===== src/rtl/uart_rx_flow.sv =====
module uart_rx_flow #(
  parameter int DEPTH = 16,
  parameter int LW    = 4,
  localparam int AW   = $clog2(DEPTH),
  localparam int CW   = $clog2(DEPTH + 1)
) (
  input  logic          clk,
  input  logic          rst_n,
  input  logic          rx_i,
  input  logic          tick16_i,
  input  logic [7:0]    fmt_i,
  input  logic [LW-1:0] rts_level_i,
  input  logic          pop_i,
  output logic [8:0]    rd_data_o,
  output logic          rd_perr_o,
  output logic          rd_ferr_o,
  output logic [CW-1:0] fill_o,
  output logic          overrun_o,
  output logic          nrts_o
);
  typedef enum logic [2:0] {IDLE, START, DATA, PAR, STOP} st_t;

  st_t         st;
  logic [3:0]  tcnt;
  logic [2:0]  bidx;
  logic [7:0]  shreg;
  logic        pbit;
  logic [10:0] mem [DEPTH];
  logic [AW-1:0] wp, rp;
  logic [CW-1:0] cnt;
  logic        ovr;

  logic [3:0]  nbits;
  logic        last, samp, push, do_push, do_pop, perr;
  logic [8:0]  word;

  assign nbits = 4'd5 + {2'b00, fmt_i[1:0]};
  assign last  = ({1'b0, bidx} == nbits - 4'd1);
  assign samp  = tick16_i && (st != IDLE) && (tcnt == ((st == START) ? 4'd7 : 4'd15));
  assign push  = (st == STOP) && samp;

  assign word  = {1'b0, shreg} | ((fmt_i[3] && fmt_i[7]) ? (9'(pbit) << nbits) : 9'd0);
  assign perr  = fmt_i[3] && !fmt_i[7] &&
                 ((fmt_i[5] ? pbit : (^shreg ^ pbit)) == fmt_i[4]);

  assign do_pop  = pop_i && (cnt != '0);
  assign do_push = push && ((cnt != CW'(DEPTH)) || do_pop);

  always_ff @(posedge clk or negedge rst_n) begin
    if (!rst_n) begin
      st    <= IDLE;
      tcnt  <= '0;
      bidx  <= '0;
      shreg <= '0;
      pbit  <= 1'b0;
    end else if (tick16_i) begin
      if (st == IDLE) begin
        if (!rx_i) begin
          st   <= START;
          tcnt <= '0;
        end
      end else if (!samp) begin
        tcnt <= tcnt + 4'd1;
      end else begin
        tcnt <= '0;
        case (st)
          START: begin
            st    <= rx_i ? IDLE : DATA;
            bidx  <= '0;
            shreg <= '0;
          end
          DATA: begin
            shreg[bidx] <= rx_i;
            bidx <= bidx + 3'd1;
            if (last) st <= fmt_i[3] ? PAR : STOP;
          end
          PAR: begin
            pbit <= rx_i;
            st   <= STOP;
          end
          default: st <= IDLE;
        endcase
      end
    end
  end

  always_ff @(posedge clk) begin
    if (do_push) mem[wp] <= {~rx_i, perr, word};
  end

  always_ff @(posedge clk or negedge rst_n) begin
    if (!rst_n) begin
      wp  <= '0;
      rp  <= '0;
      cnt <= '0;
      ovr <= 1'b0;
    end else begin
      if (do_push) wp <= (wp == AW'(DEPTH - 1)) ? '0 : wp + AW'(1);
      if (do_pop)  rp <= (rp == AW'(DEPTH - 1)) ? '0 : rp + AW'(1);
      cnt <= cnt + CW'(do_push) - CW'(do_pop);
      if (push && !do_push) ovr <= 1'b1;
    end
  end

  assign rd_data_o = mem[rp][8:0];
  assign rd_perr_o = mem[rp][9];
  assign rd_ferr_o = mem[rp][10];
  assign fill_o    = cnt;
  assign overrun_o = ovr;
  assign nrts_o    = (cnt >= CW'(rts_level_i));
endmodule



===== config.mk =====
export PLATFORM = sky130hd
export DESIGN_NAME = uart_rx_flow
export DESIGN_NICKNAME = d
export VERILOG_FILES = /design/src/rtl/uart_rx_flow.sv
export SDC_FILE = /design/constraint.sdc
export NUM_CORES = 1
export LEC_CHECK = 0
export BUFFER_PORTS_ARGS = -buffer_cell sky130_fd_sc_hd__clkbuf_2
export CAP_MARGIN = 20
export CORE_ASPECT_RATIO = 0.6
export CORE_MARGIN = 3
export CORE_UTILIZATION = 35
export CTS_CLUSTER_SIZE = 24
export DETAILED_ROUTE_END_ITERATION = 12
export PLACE_DENSITY = 0.59
export REMOVE_ABC_BUFFERS = 1
export SETUP_SLACK_MARGIN = 0.4
export SLEW_MARGIN = 20
export SYNTH_ARGS = -nofsm -noshare
export SYNTH_HDL_FRONTEND = slang
export SYNTH_SLANG_ARGS = --single-unit

===== constraint.sdc =====
create_clock -name clk -period 3.7 [get_ports clk]
set_input_delay 0.37 -clock clk [delete_from_list [all_inputs] [get_ports clk]]
set_output_delay 0.37 -clock clk [all_outputs]
set_load 0.005 [all_outputs]

==> flow_summary.yaml <==
detailed_routing:
  drt-total-wl_mm: 19.5
  wl_per_cell_um: 20.3
  via_per_inst: 5.30
  wl_met1_mm: 9.49
  highest_layer: "met4"
  ant_nets: 0
  met3_length_mm: 1.07
  vias: 5086
  dr.pass1.iters: 5
  drt_iter0_markers: 361
  wl_met2_mm: 8.67
  route.detailed.drc: 0
finish:
  syn_to_final_growth_pct: 13.6
  diodes: 0
  stdcell_area_um2: 10300
  fin_nets: 660
  drive_above_1_share_pct: 20.4
placed_design:
  gp_congestion: 0.748
  placed_area_um2: 9610
  port_buffers: 32
  dp_hpwl_mm: 12.5
global_route:
  antenna_found_initial: 0
  globalRouteOverflowTotal: 0
  grt_pass1_wl_mm: 29.9
  grt_pass1_vias: 5047
  grt_max_degree: 34
  groute.usage.overall_pct: 14.2
worst_setup_path:
  endpoint_kind: "flop"
  cpPeakStageDelay_ns: 0.42
  cp_top_family: "adder cells"
  slowest_stage: "dfrtp_1"
  start_kind: "flop"
  critPathArrivalTime_ns: 3.40
  path_max_fanout: 8
  cp_common_cell: "inv_1"
  path_class: "flop to flop"
  r2r-start: "fill_o[3]$_DFF_PN0_"
  critPathLaunch: "fill_o[3]$_DFF_PN0_"
  cp_num_buf_inv: 5
  required_ns: 4.07
  path_cells: "inv_1, ha_1, or3b_1, o2111a_2, clkinvlp_4, ha_1, inv_1, ha_1, inv_1, fa_1, inv_1, a21oi_1, nor2_1, nor2_1, xnor2_1"
synthesis:
  synth-edff-count: 176
  synth_area_um2: 9020
  syn_area_per_cell_um2: 15.5
  postSynth.asyncResetShare_pct: 15.8
  syn_inst: 584
  synth.ff_latch_count: 209
  yosys_most_used_dff: "edfxtp_1"
  ys_types: 56
  ys_warn_count: 0
  yosysSeqAreaShare_pct: 67.7
timing:
  hold_viol_final: 29
  max_freq_mhz: 330
  drv_slew: 0
  finalCritPeriodShare_pct: 81.9
  finalSetupTns_ns: 0
  fin_worst_skew_ns: 0.0147
  finalCriticalPeriod_ns: 3.03
  rsz0062_at_grt: "false"
  hold_slack_ns: -0.0176
  worstMarginPinSlew_ns: 0.998
  slew_headroom_pct: 33.5
  setup_violations: 0
job:
  max-cap-violations: 0
hold_path:
  hold_path.class: "input pin to asynchronous set/reset pin"
clocking:
  clk_latency_ns: 0.50
  cts_buffers: 21
  cts_tree: "built"
  clock-root-buffer: "clkbuf_16"
  h-tree-depth: 1
  clock_path_buffers: 3
  cts_hold_buf: 0
  clkTransAtPathRegs_ns: 0.06
  cts_setup_buffers: 0
  clock-sinks: 209
die:
  start_util_pct: 36.4
  die_h_um: 130
  placementRows: 44
  core-area_um2: 24800
  fp.dieW_um: 213
  dieArea_um2: 27800
  io_pins: 35
run_status:
  violations: "hold timing"
  status: "finished, violations left"
power_and_ir_drop:
  leakage_nw: 3.84
  p_per_area_nw_per_um2: 668
  ir_drop_mv: 0.315
==> cell families (layout without fill, tap and decap cells) <==
group / count (synthesis) / count (layout) / synth area share [%]
adders and majority gates: 19 / 19 / 2.72
and+or+nand+nor: 103 / 103 / 5.86
xor gates and xnor gates: 16 / 16 / 1.55
buffers and inverters: 58 / 111 / 2.83
AOI/OAI and AO/OA: 100 / 100 / 7.31
muxes: 79 / 79 / 12.0
DFF: 209 / 209 / 67.7
==> worst register-to-register path, delay by kind of cell (launching register included) <==
kind,cells,cell delay (ns)
AO/OA/AOI/OAI,2,0.42
XOR/XNOR,1,0.11
adder cells (fa/ha/maj),4,0.96
buffers and inverters,5,0.48
flip-flops,1,0.42
AND/OR/NAND/NOR,3,0.53
==> routing by layer <==
metal	track usage (%)	vias to the layer above
met5	0	-
met4	2.52	0
met3	2.91	24
met2	22.0	122
met1	21.2	2612
li1	-	2328
==> registers in the layout, summed over array words and instances (netlist names) <==
name / cells
mem: 176
shreg: 8
fill_o: 5
rp: 4
tcnt: 4
wp: 4
bidx: 3
st: 3
overrun_o: 1
pbit: 1
==> layout make-up <==
cell class	count	area (µm²)
clock buffers	30	569
clock inverters	6	66.3
fillers	2227	14500
inverters	24	93.8
multi-input cells	317	2690
flip-flops and latches	209	6110
well taps	322	403
repair buffers	51	315
==> power breakdown <==
part | switching [mW] | total, mW | internal [mW]
registers | 0.344 | 3.04 | 2.70
logic | 0.961 | 1.82 | 0.855
clock network | 0.845 | 1.99 | 1.15
==> stage by stage <==
stage	power, mW	setup slack [ns]	hold WS, ns	util, %	instances
2_1_floorplan	4.23	0.0828	0.0744	-	550
4_1_cts	6.91	0.516	0.0103	41.4	959
3_5_place_dp	4.92	0.625	0.486	38.8	923
6_report	6.85	0.669	-0.0176	41.4	959
3_3_place_gp	4.85	0.699	0.498	38.8	923
5_1_grt	7.20	0.433	0.0372	41.4	959
==> cells in the final DEF, fill, tap and decap left out, types with 2 or more instances in the layout <==
master	netlist	routed
buf_4	4	18
o21ai_0	34	34
o31ai_1	3	3
mux2_2	14	14
and2_1	5	5
a221oi_1	11	11
a21o_1	3	3
or3b_1	4	4
nor3_1	4	4
clkinvlp_4	0	2
nand4b_1	3	3
nand2_1	38	38
nor2_1	14	14
a21oi_1	17	17
a22oi_1	11	11
xnor2_1	12	12
or3_1	4	4
clkbuf_1	17	8
a31o_2	3	3
mux2i_1	42	42
xor2_1	4	4
a31oi_1	2	2
or2_0	3	3
nor2b_1	3	2
nand3b_1	3	3
clkbuf_2	0	32
ha_1	18	18
inv_1	24	23
nor4_2	0	4
and3_1	4	4
clkbuf_16	0	21
dfrtp_1	33	32
nand3_1	7	7
edfxtp_1	176	176
mux4_2	22	22
o41ai_1	2	2
nand2b_1	3	3
==> cells in the mapped netlist (all sizes together), types with 4 or more instances <==
cell,number,share of area (%)
or3,4,0.28
nor4,4,0.28
a21oi,18,1.0
and2,5,0.35
clkbuf,17,0.71
xnor2,12,1.2
ha,18,2.5
mux4,22,5.5
mux2,15,1.9
a221oi,11,1.1
nor2,15,0.65
edfxtp,176,59
and3,4,0.28
inv,24,1.0
o21ai,35,1.9
or3b,4,0.39
a22oi,11,0.92
dfrtp,33,9.2
xor2,4,0.39
nor3,4,0.22
nand2,38,1.6
nand3,7,0.39
buf,17,1.1
mux2i,42,4.7
==> path summary, 6_finish.rpt <==
kind | end | slack, ns | cells after the start
min reg2reg | overrun_o$_DFFE_PN0P_ | 0.51 | 1
max | fill_o[4]$_DFF_PN0_ | 0.67 | 15
max reg2reg | fill_o[4]$_DFF_PN0_ | 0.67 | 15
max in group asynchronous | rp[0]$_DFFE_PN0P_ | 3.08 | 1
min | bidx[0]$_DFFE_PN0P_ | -0.02 | 1
min in group clk | pbit$_DFFE_PN0P_ | 0.14 | 2
==> repair_timing <==
action / CTS / global route
hold endpoints to repair: 0 / 0
gates resized for setup: 0 / 2
endpoints found under the setup margin: 0 / 4
Note: power is estimated with default switching activity, not from simulation.
